[src/rtl/pio_hs_pkg.sv]
package pio_hs_pkg;

    // Bit of the phase vector that carries the data direction.
    localparam int IO_BIT = 0;

    typedef enum logic [2:0] {
        ST_IDLE   = 3'd0,
        ST_I_WAIT = 3'd1,
        ST_I_ACK  = 3'd2,
        ST_T_REQ  = 3'd3,
        ST_T_REL  = 3'd4,
        ST_HALT   = 3'd5
    } hs_state_e;

    typedef struct packed {
        hs_state_e st;
        logic      start;
        logic      done;
        logic      mism;
    } hs_fsm_t;

endpackage

[src/rtl/pio_phase_cmp.sv]
module pio_phase_cmp #(
    parameter int PH_W = 3
) (
    input  logic [PH_W-1:0] exp_ph,
    input  logic [PH_W-1:0] obs_ph,
    output logic            match
);
    logic [PH_W-1:0] diff;

    for (genvar i = 0; i < PH_W; i++) begin : g_bit
        assign diff[i] = exp_ph[i] ^ obs_ph[i];
    end

    assign match = ~|diff;
endmodule

[src/rtl/pio_hs_fsm.sv]
module pio_hs_fsm
    import pio_hs_pkg::*;
(
    input  logic clk,
    input  logic rst_n,
    input  logic start_set,
    input  logic start_clr,
    input  logic done_clr,
    input  logic mism_clr,
    input  logic role_tgt,
    input  logic phase_ok,
    input  logic req_in,
    input  logic ack_in,
    output logic start_q,
    output logic done_q,
    output logic mism_q,
    output logic req_out,
    output logic ack_out,
    output logic busy,
    output logic cap
);
    hs_fsm_t r_q, r_d;
    logic    done_set, mism_set;

    always_comb begin
        r_d      = r_q;
        done_set = 1'b0;
        mism_set = 1'b0;
        cap      = 1'b0;
        if (start_set) r_d.start = 1'b1;
        case (r_q.st)
            ST_IDLE: begin
                if (r_q.start) begin
                    if (!role_tgt)     r_d.st = ST_I_WAIT;
                    else if (phase_ok) r_d.st = ST_T_REQ;
                    else begin
                        r_d.st   = ST_HALT;
                        mism_set = 1'b1;
                    end
                end
            end
            ST_I_WAIT: begin
                if (req_in) begin
                    if (phase_ok) begin
                        r_d.st = ST_I_ACK;
                        cap    = 1'b1;
                    end else begin
                        r_d.st   = ST_HALT;
                        mism_set = 1'b1;
                    end
                end
            end
            ST_I_ACK: begin
                if (!req_in) begin
                    r_d.st    = ST_IDLE;
                    r_d.start = 1'b0;
                    done_set  = 1'b1;
                end
            end
            ST_T_REQ: begin
                if (ack_in) begin
                    r_d.st = ST_T_REL;
                    cap    = 1'b1;
                end
            end
            ST_T_REL: begin
                if (!ack_in) begin
                    r_d.st    = ST_IDLE;
                    r_d.start = 1'b0;
                    done_set  = 1'b1;
                end
            end
            ST_HALT: begin
                if (!r_q.start) r_d.st = ST_IDLE;
            end
            default: r_d.st = ST_IDLE;
        endcase
        if (start_clr) begin
            r_d.st    = ST_IDLE;
            r_d.start = 1'b0;
            done_set  = 1'b0;
            cap       = 1'b0;
        end
        r_d.done = done_set | (r_q.done & ~done_clr);
        r_d.mism = mism_set | (r_q.mism & ~mism_clr);
    end

    always_ff @(posedge clk or negedge rst_n) begin
        if (!rst_n) begin
            r_q <= '{st: ST_IDLE, start: 1'b0, done: 1'b0, mism: 1'b0};
        end else begin
            r_q <= r_d;
        end
    end

    assign start_q = r_q.start;
    assign done_q  = r_q.done;
    assign mism_q  = r_q.mism;
    assign ack_out = (r_q.st == ST_I_ACK);
    assign req_out = (r_q.st == ST_T_REQ);
    assign busy    = (r_q.st == ST_I_WAIT) || (r_q.st == ST_I_ACK) ||
                     (r_q.st == ST_T_REQ)  || (r_q.st == ST_T_REL);
endmodule

[src/rtl/pio_data_path.sv]
module pio_data_path #(
    parameter int DATA_W = 8
) (
    input  logic              clk,
    input  logic              rst_n,
    input  logic              wr_en,
    input  logic [DATA_W-1:0] wr_data,
    input  logic              auto_sel,
    input  logic              dir_io,
    input  logic              role_tgt,
    input  logic              busy,
    input  logic              cap,
    input  logic [DATA_W-1:0] bus_in,
    output logic [DATA_W-1:0] rd_data,
    output logic [DATA_W-1:0] bus_out,
    output logic              bus_oe
);
    typedef struct packed {
        logic [DATA_W-1:0] tx;
        logic [DATA_W-1:0] rx;
    } dp_t;

    dp_t  r_q, r_d;
    logic outbound;

    assign outbound = (role_tgt == dir_io);

    always_comb begin
        r_d = r_q;
        if (wr_en)              r_d.tx = wr_data;
        if (cap && !outbound)   r_d.rx = bus_in;
    end

    always_ff @(posedge clk or negedge rst_n) begin
        if (!rst_n) r_q <= '0;
        else        r_q <= r_d;
    end

    assign rd_data = auto_sel ? r_q.rx : bus_in;
    assign bus_out = r_q.tx;
    assign bus_oe  = busy & outbound;
endmodule

[src/rtl/pio_hs_engine.sv]
module pio_hs_engine
    import pio_hs_pkg::*;
#(
    parameter int DATA_W = 8,
    parameter int PH_W   = 3
) (
    input  logic              clk,
    input  logic              rst_n,
    input  logic              reg_wr_en,
    input  logic [DATA_W-1:0] reg_wr_data,
    output logic [DATA_W-1:0] reg_rd_data,
    input  logic              auto_rd_sel,
    input  logic              start_set,
    input  logic              start_clr,
    output logic              start_busy,
    input  logic [PH_W-1:0]   exp_phase,
    input  logic              role_tgt,
    input  logic              done_clr,
    input  logic              mism_clr,
    input  logic [PH_W-1:0]   bus_phase_in,
    input  logic              bus_req_in,
    input  logic              bus_ack_in,
    output logic              bus_req_out,
    output logic              bus_ack_out,
    input  logic [DATA_W-1:0] bus_data_in,
    output logic [DATA_W-1:0] bus_data_out,
    output logic              bus_data_oe,
    output logic              cmd_done,
    output logic              phase_err
);
    logic phase_ok, busy, cap;

    pio_phase_cmp #(.PH_W(PH_W)) u_cmp (
        .exp_ph (exp_phase),
        .obs_ph (bus_phase_in),
        .match  (phase_ok)
    );

    pio_hs_fsm u_fsm (
        .clk       (clk),
        .rst_n     (rst_n),
        .start_set (start_set),
        .start_clr (start_clr),
        .done_clr  (done_clr),
        .mism_clr  (mism_clr),
        .role_tgt  (role_tgt),
        .phase_ok  (phase_ok),
        .req_in    (bus_req_in),
        .ack_in    (bus_ack_in),
        .start_q   (start_busy),
        .done_q    (cmd_done),
        .mism_q    (phase_err),
        .req_out   (bus_req_out),
        .ack_out   (bus_ack_out),
        .busy      (busy),
        .cap       (cap)
    );

    pio_data_path #(.DATA_W(DATA_W)) u_dp (
        .clk      (clk),
        .rst_n    (rst_n),
        .wr_en    (reg_wr_en),
        .wr_data  (reg_wr_data),
        .auto_sel (auto_rd_sel),
        .dir_io   (exp_phase[IO_BIT]),
        .role_tgt (role_tgt),
        .busy     (busy),
        .cap      (cap),
        .bus_in   (bus_data_in),
        .rd_data  (reg_rd_data),
        .bus_out  (bus_data_out),
        .bus_oe   (bus_data_oe)
    );
endmodule

[config.mk]
export PLATFORM = sky130hd
export DESIGN_NAME = pio_hs_engine
export DESIGN_NICKNAME = d
export VERILOG_FILES = /design/src/rtl/pio_hs_pkg.sv /design/src/rtl/pio_phase_cmp.sv /design/src/rtl/pio_hs_fsm.sv /design/src/rtl/pio_data_path.sv /design/src/rtl/pio_hs_engine.sv
export SDC_FILE = /design/constraint.sdc
export NUM_CORES = 1
export LEC_CHECK = 0
export BUFFER_PORTS_ARGS = -buffer_cell sky130_fd_sc_hd__buf_4
export CAP_MARGIN = 20
export CORE_ASPECT_RATIO = 1.75
export CORE_MARGIN = 5
export CORE_UTILIZATION = 42
export CTS_CLUSTER_DIAMETER = 100
export DETAILED_ROUTE_END_ITERATION = 12
export PLACE_DENSITY = 0.71
export SLEW_MARGIN = 10
export SYNTH_ARGS = -nofsm -noshare
export SYNTH_HDL_FRONTEND = slang
export SYNTH_HIERARCHICAL = 1
export SYNTH_SLANG_ARGS = --single-unit
[constraint.sdc]
create_clock -name clk -period 1.4 [get_ports clk]
set_input_delay 0.14 -clock clk [delete_from_list [all_inputs] [get_ports clk]]
set_output_delay 0.14 -clock clk [all_outputs]
set_load 0.02 [all_outputs]
==> impl_table.tex, run 1 <==
\begin{tabular}{lr}
\hline
Metric & Value \\
\hline
\multicolumn{2}{l}{\textbf{Die}} \\
Std-Cell Core Area & $\sim$2900 um\^{}2 \\
Placement row count & 26 \\
I/O pin count & 55 \\
Die ar. & 4240 um\^{}2 \\
Die span in x & 51.4 um \\
Starting density of the core & 0.436 \\
Die height & about 82 um \\
\multicolumn{2}{l}{\textbf{Place}} \\
IO buf count & between 50 and 60 \\
Post-DP HPWL & about 2200 um \\
Post-Place Cell Area & about 1700 um\^{}2 \\
Placer congestion estimate & approximately 0.8 \\
Placed Cells & $\sim$190 \\
\multicolumn{2}{l}{\textbf{Routing}} \\
Final wirelength & approximately 3000 um \\
Via total after detailed routing & $\sim$1000 \\
Number of detailed-route iterations in the first pass & 4 \\
Initial DRC count & 22 \\
Post-DR vias/cell & $\sim$5.3 \\
Remaining design rule violation count & 0 \\
Final antenna-violating net count & 0 \\
Routed length per placed instance & 15.5 um \\
\multicolumn{2}{l}{\textbf{Critical path}} \\
Critical-path cell list & buf\_6 > nor2\_4 > xnor2\_1 > and2\_4 > buf\_6 \\
Max FO, Critical Path & 5 \\
Worst flop-to-flop path startpoint & u\_fsm/r\_q[4] \\
Worst setup EP type & output pin \\
Minimum setup slack among reg-to-reg paths & -0.05 ns \\
Number of buffer and inverter instances along the worst setup path & 2 \\
Startpoint kind of the worst setup timing path & flop \\
Standard cell with the maximum stage delay on the critical path & dfrtp\_2 \\
Capture instance of the worst register-to-register path & u\_dp/r\_q[6] \\
Critical path's top delay family & flip-flops \\
Peak per-stage delay on the critical path & approximately 0.46 ns \\
Required @ worst endpoint & about 1.3 ns \\
Worst Reg-to-Reg Cells & 6 \\
CP Data Arrival Time & 1.32 ns \\
Most common cell on crit path & buf\_6 \\
Critical path type & flop to output pin \\
\multicolumn{2}{l}{\textbf{Power and ir drop}} \\
Total power per unit cell area & 1100 nW/um\^{}2 \\
Internal power component & between 1 and 1.5 mW \\
Peak VDD IR & 0.698 mV \\
Switching Fraction & 0.277 \\
Total design power & around 2.0 mW \\
Sequential fraction of design power & 0.380 \\
Reported leakage power & around 0.9 nW \\
Sw Pwr & roughly 560 uW \\
Part of the total power dissipated in the clock network & 0.292 \\
Share of total power in combinational logic & 0.328 \\
\multicolumn{2}{l}{\textbf{Min path}} \\
Endpoint, Worst Hold & u\_fsm/done\_q \\
Kind of path behind the tightest hold check & input port to flop \\
Hold path startpoint & done\_clr \\
Depth of the worst hold-timing path & 2 \\
\multicolumn{2}{l}{\textbf{GRT}} \\
Vias in the first global route & 1092 \\
Largest net degree at the start of global routing & 23 \\
Number of antenna violations at the first check in global routing & 0 \\
Global-route wire length before repair & about 4800 um \\
Remaining global-route overflow & 0 \\
Global-route usage over all layers & 0.146 \\
\multicolumn{2}{l}{\textbf{Run status}} \\
Status & complete, but fails checks \\
Violated checks & setup timing \\
\multicolumn{2}{l}{\textbf{STA}} \\
Share of the clock period used by the worst path & 1.04 \\
Pins over their slew limit & 0 \\
Setup repair after global routing missed its margin & true \\
Maximum clock frequency & between 600 and 700 MHz \\
Rel. slew slack & 0.802 \\
Setup violators final & 9 \\
Minimum period implied by the final worst setup slack & around 1.5 ns \\
Slew at the pin with the worst max-slew slack & just under 0.3 ns \\
Setup clock skew after layout & about 0.0024 ns \\
Setup TNS Final & -0.433 ns \\
Fin worst setup slack & -0.0583 ns \\
Hold Violations, Final & 0 \\
\multicolumn{2}{l}{\textbf{Clock tree}} \\
Clock latency reported for the late side of the worst-skew pair & 0.26 ns \\
Library cell used as clock root buffer & clkbuf\_8 \\
Clock edge transition at the registers on the reported setup and hold paths & around 0.080 ns \\
CTS tree & yes \\
CTS sink count & 22 \\
TritonCTS Buffers & 3 \\
Maximum number of buffers from clock root to sink & 2 \\
Number of levels the H-tree was split into & 1 \\
\multicolumn{2}{l}{\textbf{Synth}} \\
Number of enable-type register cells in the synthesized netlist & 0 \\
Sequential fraction of the synthesis area & 0.437 \\
Number of warnings issued by yosys & 6 \\
Mapped cell area & around 1300 um\^{}2 \\
Dominant register cell in the synthesized netlist & dfrtp\_1 \\
Avg Inst Size Synth & about 12 um\^{}2 \\
Count of cell types in the netlist & 29 \\
Cells after synthesis & $\sim$110 \\
Mapped Nets & 142 \\
Async set or reset register ratio after synthesis & 1.00 \\
Flop and latch count out of synthesis & 22 \\
\multicolumn{2}{l}{\textbf{Finish}} \\
\# nets final & a little under 200 \\
Share of final-layout standard cells stronger than drive strength 1 & 0.636 \\
Commonest non-fill, non-tap cell in the layout & buf\_4 \\
Util after Layout & 0.633 \\
Commonest cells after routing, fill and taps aside & buf\_4, dfrtp\_1, mux2\_2 \\
Final design instance area without fill & between 1500 and 2000 um\^{}2 \\
Final Instance Count excl. Fillers & approximately 190 \\
Antenna diode count & 0 \\
Area growth from synthesis to layout & 45.3\% \\
\multicolumn{2}{l}{\textbf{Flow run}} \\
Max capacitance violation total & 0 \\
\hline
\end{tabular}
cells by family (layout without fill, tap and decap cells):
group                  Yosys count  after routing  synth area share
multiplexers                    27             27             0.262
AND/OR/NAND/NOR                 23             23            0.0923
flip-flops                      22             22             0.437
buffers and inverters           18             74            0.0933
AO/OA/AOI/OAI                   14             14            0.0814
XOR/XNOR                         5              5            0.0347
what timing repair did:
action / in CTS / in global routing
endpoints found under the hold margin: 22 / 0
endpoints found under the setup margin: 10 / 11
pin swaps: 1 / 2
hold buffers: 1 / 0
gates resized for setup: 8 / 6
cloned: 0 / 0
buffers inserted: 1 / 1
synth_stat cells (2+ instances only):
library cell  instances  share of area
a21oi_1               5          0.020
buf_2                 4          0.016
buf_4                 8          0.048
buf_6                 2          0.018
dfrtp_1              22           0.44
inv_1                 4          0.012
mux2_2               16           0.14
mux2_4                8          0.095
mux2i_1               3          0.024
nand2_1               5          0.015
nand2b_1              4          0.020
nor2_1                8          0.024
xnor2_1               2          0.014
xor2_1                3          0.021
worst reg2reg max path: cells and delay by family (launching register included):
kind            cells  cell delay [ns]
mux                 1             0.29
buf+inv             1             0.16
compound gates      1             0.13
flops               1             0.46
simple gates        3             0.30
sequential cells by signal, summed over array words and instances, names as in the netlist:
register / count
u_dp/r_q: 8
u_fsm/mism_q: 1
u_fsm/r_q: 3
u_fsm/done_q: 1
u_fsm/start_q: 1
u_dp/bus_out: 8
worst max-delay path by stage:
stage / cells past startpoint / slack, ns / start / end
2_1_floorplan: 8 / -0.07 / bus_phase_in[2] / u_dp/r_q[0]
3_3_place_gp: 9 / -0.24 / bus_phase_in[2] / u_dp/r_q[1]
3_5_place_dp: 9 / -0.26 / bus_phase_in[2] / u_dp/r_q[0]
4_1_cts: 6 / -0.05 / u_fsm/r_q[4] / u_dp/r_q[0]
5_1_grt: 6 / -0.12 / u_fsm/r_q[4] / u_dp/r_q[0]
6_report: 5 / -0.06 / u_fsm/r_q[4] / bus_data_oe
per-stage QoR:
stage	hold WS, ns	setup WS (ns)
CTS	0.0573	-0.0470
finish	0.0684	-0.0583
floorplan	-0.156	-0.0663
global route	0.0707	-0.117
detailed placement	0.0431	-0.262
global placement	0.0400	-0.241
power by group through the flow:
stage               clock network, mW  registers [mW]  logic (mW)
detailed placement                  0           0.775       0.605
finish                          0.590           0.767       0.663
global route                    0.611           0.776       0.711
global placement                    0           0.773       0.595
CTS                             0.596           0.766       0.639
floorplan                           0           0.780       0.366
cell type report:
class	count	area, um^2
Fill cell	231	1060
Multi-Input combinational cell	69	638
Sequential cell	22	552
Timing Repair Buffer	66	522
Clock buffer	3	41.3
Tap cell	28	35.0
Clock inverter	1	30.0
Inverter	4	15.0
routing by layer:
| metal | GRT usage | vias up | share of wire | wire (um) |
|---|---|---|---|---|
| met5 | 0 | - | 0 | 0 |
| met4 | 0.0577 | 0 | 0.019 | 56 |
| met3 | 0.0287 | 6 | 0.060 | 180 |
| met2 | 0.288 | 37 | 0.57 | 1700 |
| met1 | 0.145 | 498 | 0.35 | 1060 |
| li1 | - | 477 | - | - |
(Power assumes the default switching activity.)
==> run 2: changes to the inputs <==
--- a/config.mk
+++ b/config.mk
@@ -13,8 +13,10 @@
 export CTS_CLUSTER_DIAMETER = 100
 export DETAILED_ROUTE_END_ITERATION = 12
 export PLACE_DENSITY = 0.71
+export SKIP_LAST_GASP = 1
 export SLEW_MARGIN = 10
 export SYNTH_ARGS = -nofsm -noshare
 export SYNTH_HDL_FRONTEND = slang
 export SYNTH_HIERARCHICAL = 1
 export SYNTH_SLANG_ARGS = --single-unit
+export TNS_END_PERCENT = 20
==> run 2 against run 1 <==
Effect of this change: the run still ends with setup timing left; core utilization decreased by 1.0 points; sequential share of layout area up 0.50 points; worst setup slack got worse by 0.0043 ns; highest routed layer unchanged; sequential power about the same; worst hold slack worse by 0.0048 ns; clock-buffer cell count is the same; critical path type unchanged; largest cell class unchanged; first-iteration DRC count rose by 36%; final area is 1.6% lower.
==> impl_table.tex, run 2 (synthesized netlist as in run 1, its figures left out) <==
\begin{tabular}{lr}
\hline
Metric & Value \\
\hline
\multicolumn{2}{l}{\textbf{Run status}} \\
Status & complete, but fails checks (unchanged) \\
Violated checks & setup timing (unchanged) \\
\multicolumn{2}{l}{\textbf{Finish}} \\
\# nets final & 198 (was 199) \\
Util after Layout & 0.623 (was 0.633) \\
Final design instance area without fill & 1800 um\^{}2 (was 1830 um\^{}2) \\
Share of final-layout standard cells stronger than drive strength 1 & 0.610 (was 0.636) \\
Area growth from synthesis to layout & 43.0\% (was 45.3\%) \\
Final Instance Count excl. Fillers & 192 (was 193) \\
Antenna diode count & 0 (unchanged) \\
Commonest cells after routing, fill and taps aside & buf\_4, dfrtp\_1, mux2\_2 (unchanged) \\
Commonest non-fill, non-tap cell in the layout & buf\_4 (unchanged) \\
\multicolumn{2}{l}{\textbf{Clock tree}} \\
Library cell used as clock root buffer & clkbuf\_8 (unchanged) \\
Clock edge transition at the registers on the reported setup and hold paths & 0.08 ns (about the same) \\
TritonCTS Buffers & 3 (unchanged) \\
Number of levels the H-tree was split into & 1 (unchanged) \\
CTS sink count & 22 (unchanged) \\
Clock latency reported for the late side of the worst-skew pair & 0.26 ns (about the same) \\
Maximum number of buffers from clock root to sink & 2 (unchanged) \\
CTS tree & yes (unchanged) \\
\multicolumn{2}{l}{\textbf{Place}} \\
Worst slack, placed & -0.262 ns (unchanged) \\
Placed Cells & 186 (unchanged) \\
Placer congestion estimate & 0.801 (unchanged) \\
IO buf count & 54 (unchanged) \\
Post-Place Cell Area & 1680 um\^{}2 (unchanged) \\
Post-DP HPWL & 2210 um (unchanged) \\
\multicolumn{2}{l}{\textbf{Critical path}} \\
Peak per-stage delay on the critical path & 0.47 ns (was 0.46 ns) \\
Number of buffer and inverter instances along the worst setup path & 2 (unchanged) \\
CP Data Arrival Time & 1.32 ns (about the same) \\
Minimum setup slack among reg-to-reg paths & -0.06 ns (was -0.05 ns) \\
Critical path type & flop to output pin (unchanged) \\
Startpoint kind of the worst setup timing path & flop (unchanged) \\
Critical-path cell list & buf\_6 > nor2\_4 > xnor2\_1 > and2\_4 > buf\_6 (unchanged) \\
Required @ worst endpoint & 1.26 ns (about the same) \\
Worst setup EP type & output pin (unchanged) \\
Critical path's top delay family & flip-flops (unchanged) \\
Capture instance of the worst register-to-register path & u\_fsm/r\_q[5] (was u\_dp/r\_q[6]) \\
Worst flop-to-flop path startpoint & u\_fsm/r\_q[4] (unchanged) \\
Most common cell on crit path & buf\_6 (unchanged) \\
Standard cell with the maximum stage delay on the critical path & dfrtp\_2 (unchanged) \\
Max FO, Critical Path & 5 (unchanged) \\
Worst Reg-to-Reg Cells & 5 (was 6) \\
\multicolumn{2}{l}{\textbf{GRT}} \\
Vias in the first global route & 1093 (was 1092) \\
Largest net degree at the start of global routing & 23 (unchanged) \\
Global-route usage over all layers & 0.146 (unchanged) \\
Global-route wire length before repair & 4770 um (unchanged) \\
Remaining global-route overflow & 0 (unchanged) \\
Number of antenna violations at the first check in global routing & 0 (unchanged) \\
\multicolumn{2}{l}{\textbf{Die}} \\
Die span in x & 51.4 um (unchanged) \\
I/O pin count & 55 (unchanged) \\
Die ar. & 4240 um\^{}2 (unchanged) \\
Starting density of the core & 0.436 (unchanged) \\
Std-Cell Core Area & 2900 um\^{}2 (unchanged) \\
Die height & 82.5 um (unchanged) \\
Placement row count & 26 (unchanged) \\
\multicolumn{2}{l}{\textbf{STA}} \\
Fin worst setup slack & -0.0626 ns (was -0.0583 ns) \\
Share of the clock period used by the worst path & 1.04 (about the same) \\
Rel. slew slack & 0.810 (was 0.802) \\
Minimum period implied by the final worst setup slack & 1.46 ns (about the same) \\
Setup clock skew after layout & 0.00210 ns (was 0.00239 ns) \\
Setup violators final & 10 (was 9) \\
Setup repair after global routing missed its margin & true (unchanged) \\
Slew at the pin with the worst max-slew slack & 0.282 ns (was 0.293 ns) \\
Setup TNS Final & -0.524 ns (was -0.433 ns) \\
Pins over their slew limit & 0 (unchanged) \\
Hold Violations, Final & 0 (unchanged) \\
Fin Hold WS & 0.0636 ns (was 0.0684 ns) \\
Maximum clock frequency & 684 MHz (was 686 MHz) \\
\multicolumn{2}{l}{\textbf{Routing}} \\
Via total after detailed routing & 1004 (was 1018) \\
Routed length per placed instance & 15.5 um (about the same) \\
Number of detailed-route iterations in the first pass & 4 (unchanged) \\
Final antenna-violating net count & 0 (unchanged) \\
Final wirelength & 2970 um (was 2990 um) \\
Post-DR vias/cell & 5.23 (was 5.27) \\
Remaining design rule violation count & 0 (unchanged) \\
Initial DRC count & 30 (was 22) \\
\multicolumn{2}{l}{\textbf{Min path}} \\
Hold path startpoint & done\_clr (unchanged) \\
Endpoint, Worst Hold & u\_fsm/done\_q (unchanged) \\
Kind of path behind the tightest hold check & input port to flop (unchanged) \\
Depth of the worst hold-timing path & 2 (unchanged) \\
\multicolumn{2}{l}{\textbf{Power and ir drop}} \\
Total power per unit cell area & 1110 nW/um\^{}2 (was 1100 nW/um\^{}2) \\
Peak VDD IR & 0.727 mV (was 0.698 mV) \\
Total design power & 1.99 mW (was 2.02 mW) \\
Reported leakage power & 0.899 nW (was 0.909 nW) \\
\multicolumn{2}{l}{\textbf{Flow run}} \\
Max capacitance violation total & 0 (unchanged) \\
\hline
\end{tabular}
## run 2: power breakdown
group	switching, mW	internal, mW	leakage [nW]
Clock	0.208	0.382	0.0357
Sequential	0.0500	0.717	0.281
Combinational	0.291	0.346	0.582
Total	0.549	1.44	0.899
## run 2: repair_timing
item,4_1_cts,5_1_grt
endpoints found under the setup margin,10,13
gates resized for setup,7,3
pin swaps,1,1
setup buffers,1,0
hold buffers,1,0
endpoints found under the hold margin,22,0
cloned,0,0
## run 2: area by class of cell
type                    count  area (um^2)
clock buffers               3         41.3
fillers                   233         1090
well taps                  28         35.0
repair buffers             65          514
flip-flops and latches     22          552
clock inverters             1         30.0
inverters                   4         15.0
multi-input cells          69          616
## run 2: how the worst max path moves through the flow
stage               startpoint     endpoint  cells past startpoint
6_report          u_fsm/r_q[4]  bus_data_oe                      5
5_1_grt           u_fsm/r_q[4]  u_dp/r_q[0]                      6
4_1_cts           u_fsm/r_q[4]  u_dp/r_q[0]                      6
3_5_place_dp   bus_phase_in[2]  u_dp/r_q[0]                      9
3_3_place_gp   bus_phase_in[2]  u_dp/r_q[1]                      9
2_1_floorplan  bus_phase_in[2]  u_dp/r_q[0]                      8
## run 2: routing by layer
metal	global-route usage	part of all wire	routed length, um
met1	0.145	0.34	1010
met2	0.288	0.58	1720
met3	0.0287	0.068	202
met4	0.0577	0.011	34
met5	0	0	0
==> run 3: changes to the inputs <==
--- a/config.mk
+++ b/config.mk
@@ -9,10 +9,10 @@
 export CAP_MARGIN = 20
 export CORE_ASPECT_RATIO = 1.75
 export CORE_MARGIN = 5
-export CORE_UTILIZATION = 42
+export CORE_UTILIZATION = 50
 export CTS_CLUSTER_DIAMETER = 100
 export DETAILED_ROUTE_END_ITERATION = 12
-export PLACE_DENSITY = 0.71
+export PLACE_DENSITY = 0.8
 export SKIP_LAST_GASP = 1
 export SLEW_MARGIN = 10
 export SYNTH_ARGS = -nofsm -noshare
==> constraint.sdc (replaced) <==
create_clock -name clk -period 1.7 [get_ports clk]
set_input_delay 0.17 -clock clk [delete_from_list [all_inputs] [get_ports clk]]
set_output_delay 0.17 -clock clk [all_outputs]
set_load 0.02 [all_outputs]
==> run 3 against run 2 <==
Effect of this change: the flow now finishes without violations; total power down 26%; non-clock buffer count down 5; sequential power down 16%; sequential cell count unchanged; worst hold slack better by 0.037 ns; register-to-register slack better by 0.26 ns; die area down 14%; via count down 0.20%; critical path depth up 1; critical path type is now flop to flop; critical endpoint is now u_dp/r_q[2]; largest cell class unchanged.
==> impl_table.tex, run 3 (synthesized netlist as in run 1, its figures left out) <==
\begin{tabular}{lr}
\hline
Metric & Value \\
\hline
\multicolumn{2}{l}{\textbf{Run status}} \\
Status & complete, no violations (was complete, but fails checks) \\
\multicolumn{2}{l}{\textbf{Place}} \\
Placer congestion estimate & 0.939 (was 0.801) \\
Post-DP HPWL & 2330 um (was 2210 um) \\
Placed Cells & 180 (was 186) \\
IO buf count & 54 (unchanged) \\
\multicolumn{2}{l}{\textbf{Clock tree}} \\
Maximum number of buffers from clock root to sink & 2 (unchanged) \\
CTS tree & yes (unchanged) \\
Clock latency reported for the late side of the worst-skew pair & 0.25 ns (was 0.26 ns) \\
Library cell used as clock root buffer & clkbuf\_8 (unchanged) \\
CTS sink count & 22 (unchanged) \\
Buffers inserted by post-CTS timing repair & 0 (was 1) \\
Clock edge transition at the registers on the reported setup and hold paths & 0.07 ns (was 0.08 ns) \\
TritonCTS Buffers & 3 (unchanged) \\
Number of levels the H-tree was split into & 1 (unchanged) \\
\multicolumn{2}{l}{\textbf{Critical path}} \\
Peak per-stage delay on the critical path & 0.39 ns (was 0.47 ns) \\
Number of buffer and inverter instances along the worst setup path & 1 (was 2) \\
Startpoint kind of the worst setup timing path & flop (unchanged) \\
Critical path's top delay family & flip-flops (unchanged) \\
Critical path type & flop to flop (was flop to output pin) \\
Required @ worst endpoint & 1.84 ns (was 1.26 ns) \\
Max FO, Critical Path & 8 (was 5) \\
Worst setup EP type & flop (was output pin) \\
Standard cell with the maximum stage delay on the critical path & dfrtp\_1 (was dfrtp\_2) \\
Critical-path cell list & nor2\_1 > nand2\_1 > a21oi\_1 > nand2b\_1 > buf\_4 > mux2\_4 (was buf\_6 > nor2\_4 > xnor2\_1 > and2\_4 > buf\_6) \\
CP Data Arrival Time & 1.64 ns (was 1.32 ns) \\
\multicolumn{2}{l}{\textbf{Power and ir drop}} \\
Peak VDD IR & 0.500 mV (was 0.727 mV) \\
Reported leakage power & 0.853 nW (was 0.899 nW) \\
Total power per unit cell area & 873 nW/um\^{}2 (was 1110 nW/um\^{}2) \\
\multicolumn{2}{l}{\textbf{GRT}} \\
Remaining global-route overflow & 0 (unchanged) \\
Vias in the first global route & 1058 (was 1093) \\
Global-route usage over all layers & 0.162 (was 0.146) \\
Largest net degree at the start of global routing & 23 (unchanged) \\
Number of antenna violations at the first check in global routing & 0 (unchanged) \\
Global-route wire length before repair & 4400 um (was 4770 um) \\
\multicolumn{2}{l}{\textbf{Finish}} \\
Antenna diode count & 0 (unchanged) \\
Commonest non-fill, non-tap cell in the layout & buf\_4 (unchanged) \\
Area growth from synthesis to layout & 34.7\% (was 43.0\%) \\
Fill count & 194 (was 233) \\
\# nets final & 193 (was 198) \\
Share of final-layout standard cells stronger than drive strength 1 & 0.566 (was 0.610) \\
Commonest cells after routing, fill and taps aside & buf\_4, dfrtp\_1, mux2\_2 (unchanged) \\
Final Instance Count excl. Fillers & 185 (was 192) \\
\multicolumn{2}{l}{\textbf{Routing}} \\
Routed length per placed instance & 15.0 um (was 15.5 um) \\
Post-DR vias/cell & 5.42 (was 5.23) \\
Final wirelength & 2780 um (was 2970 um) \\
Number of detailed-route iterations in the first pass & 4 (unchanged) \\
Initial DRC count & 11 (was 30) \\
Remaining design rule violation count & 0 (unchanged) \\
Final antenna-violating net count & 0 (unchanged) \\
Via total after detailed routing & 1002 (was 1004) \\
\multicolumn{2}{l}{\textbf{STA}} \\
Minimum period implied by the final worst setup slack & 1.50 ns \\
Slew at the pin with the worst max-slew slack & 0.341 ns (was 0.282 ns) \\
Pins over their slew limit & 0 (unchanged) \\
Hold Violations, Final & 0 (unchanged) \\
Fin Hold WS & 0.100 ns (was 0.0636 ns) \\
Rel. slew slack & 0.770 (was 0.810) \\
Share of the clock period used by the worst path & 0.881 \\
Setup repair after global routing missed its margin & false (was true) \\
Setup TNS Final & 0 ns (was -0.524 ns) \\
Maximum clock frequency & around 670 MHz \\
Setup violators final & 0 (was 10) \\
Setup clock skew after layout & 0.00183 ns (was 0.00210 ns) \\
\multicolumn{2}{l}{\textbf{Die}} \\
Placement row count & 24 (was 26) \\
Std-Cell Core Area & 2460 um\^{}2 (was 2900 um\^{}2) \\
Starting density of the core & 0.512 (was 0.436) \\
Die height & 76.4 um (was 82.5 um) \\
Die span in x & 48.0 um (was 51.4 um) \\
Die ar. & 3670 um\^{}2 (was 4240 um\^{}2) \\
I/O pin count & 55 (unchanged) \\
\multicolumn{2}{l}{\textbf{Flow run}} \\
Max capacitance violation total & 0 (unchanged) \\
\multicolumn{2}{l}{\textbf{Min path}} \\
Kind of path behind the tightest hold check & input port to flop (unchanged) \\
\hline
\end{tabular}
run 3: cell count changes in the layout (fill, tap and decap cells not counted), sizes merged:
cell and delta:
clkbuf +1, buf -5, bufinv -1
run 3: path summary, 6_finish.rpt:
check	startpoint	end	slack, ns	depth (start not counted)
setup / recovery	u_fsm/r_q[5]	u_dp/r_q[2]	0.20	6
hold / removal	done_clr	u_fsm/done_q	0.10	2
setup reg to reg	u_fsm/r_q[5]	u_dp/r_q[2]	0.20	6
hold reg to reg	u_dp/bus_out[4]	u_dp/bus_out[4]	0.51	1
max in group asynchronous	rst_n	u_dp/bus_out[0]	1.15	2
min in group asynchronous	rst_n	u_dp/bus_out[7]	0.33	2
run 3: worst reg2reg max path, stage by stage, from the launching register on:
cell and delay (ns):
dfrtp_1 0.39, nor2_1 0.22, nand2_1 0.09, a21oi_1 0.12
nand2b_1 0.06, buf_4 0.18, mux2_4 0.31
run 3: final cells by class:
type / count / area, um^2 / share of cell area
Clock buffer: 4 / 55.1 / 0.0324
Inverter: 4 / 15.0 / 0.00884
Multi-Input combinational cell: 69 / 593 / 0.349
Tap cell: 26 / 32.5 / 0.0191
Sequential cell: 22 / 551 / 0.324
Timing Repair Buffer: 60 / 453 / 0.267
run 3: layer usage:
| layer | track usage | up-vias | share of wire |
|---|---|---|---|
| met5 | 0 | - | 0 |
| met4 | 0.0674 | 0 | 0.020 |
| met2 | 0.277 | 48 | 0.55 |
| li1 | - | 471 | - |
| met1 | 0.183 | 477 | 0.32 |
| met3 | 0.0260 | 6 | 0.10 |
run 3: timing repair:
item	in CTS	in global routing
setup endpoints to repair	0	0
hold buffers	1	0
endpoints found under the hold margin	22	0
gates resized for setup	0	0
run 3: through the flow:
step / setup slack (ns) / power (mW) / instance area (um^2) / util
detailed placement: -0.0547 / 1.13 / 1630 / 0.664
CTS: 0.196 / 1.50 / 1700 / 0.690
finish: 0.202 / 1.48 / 1700 / 0.690
global route: 0.130 / 1.56 / 1700 / 0.690
floorplan: 0.160 / 0.943 / 1260 / -
global placement: -0.000347 / 1.12 / 1630 / 0.664
run 3: power by group:
group	internal, mW	switching (mW)
Combinational	0.262	0.222
Sequential	0.591	0.0508
Clock	0.206	0.152
Total	1.06	0.425
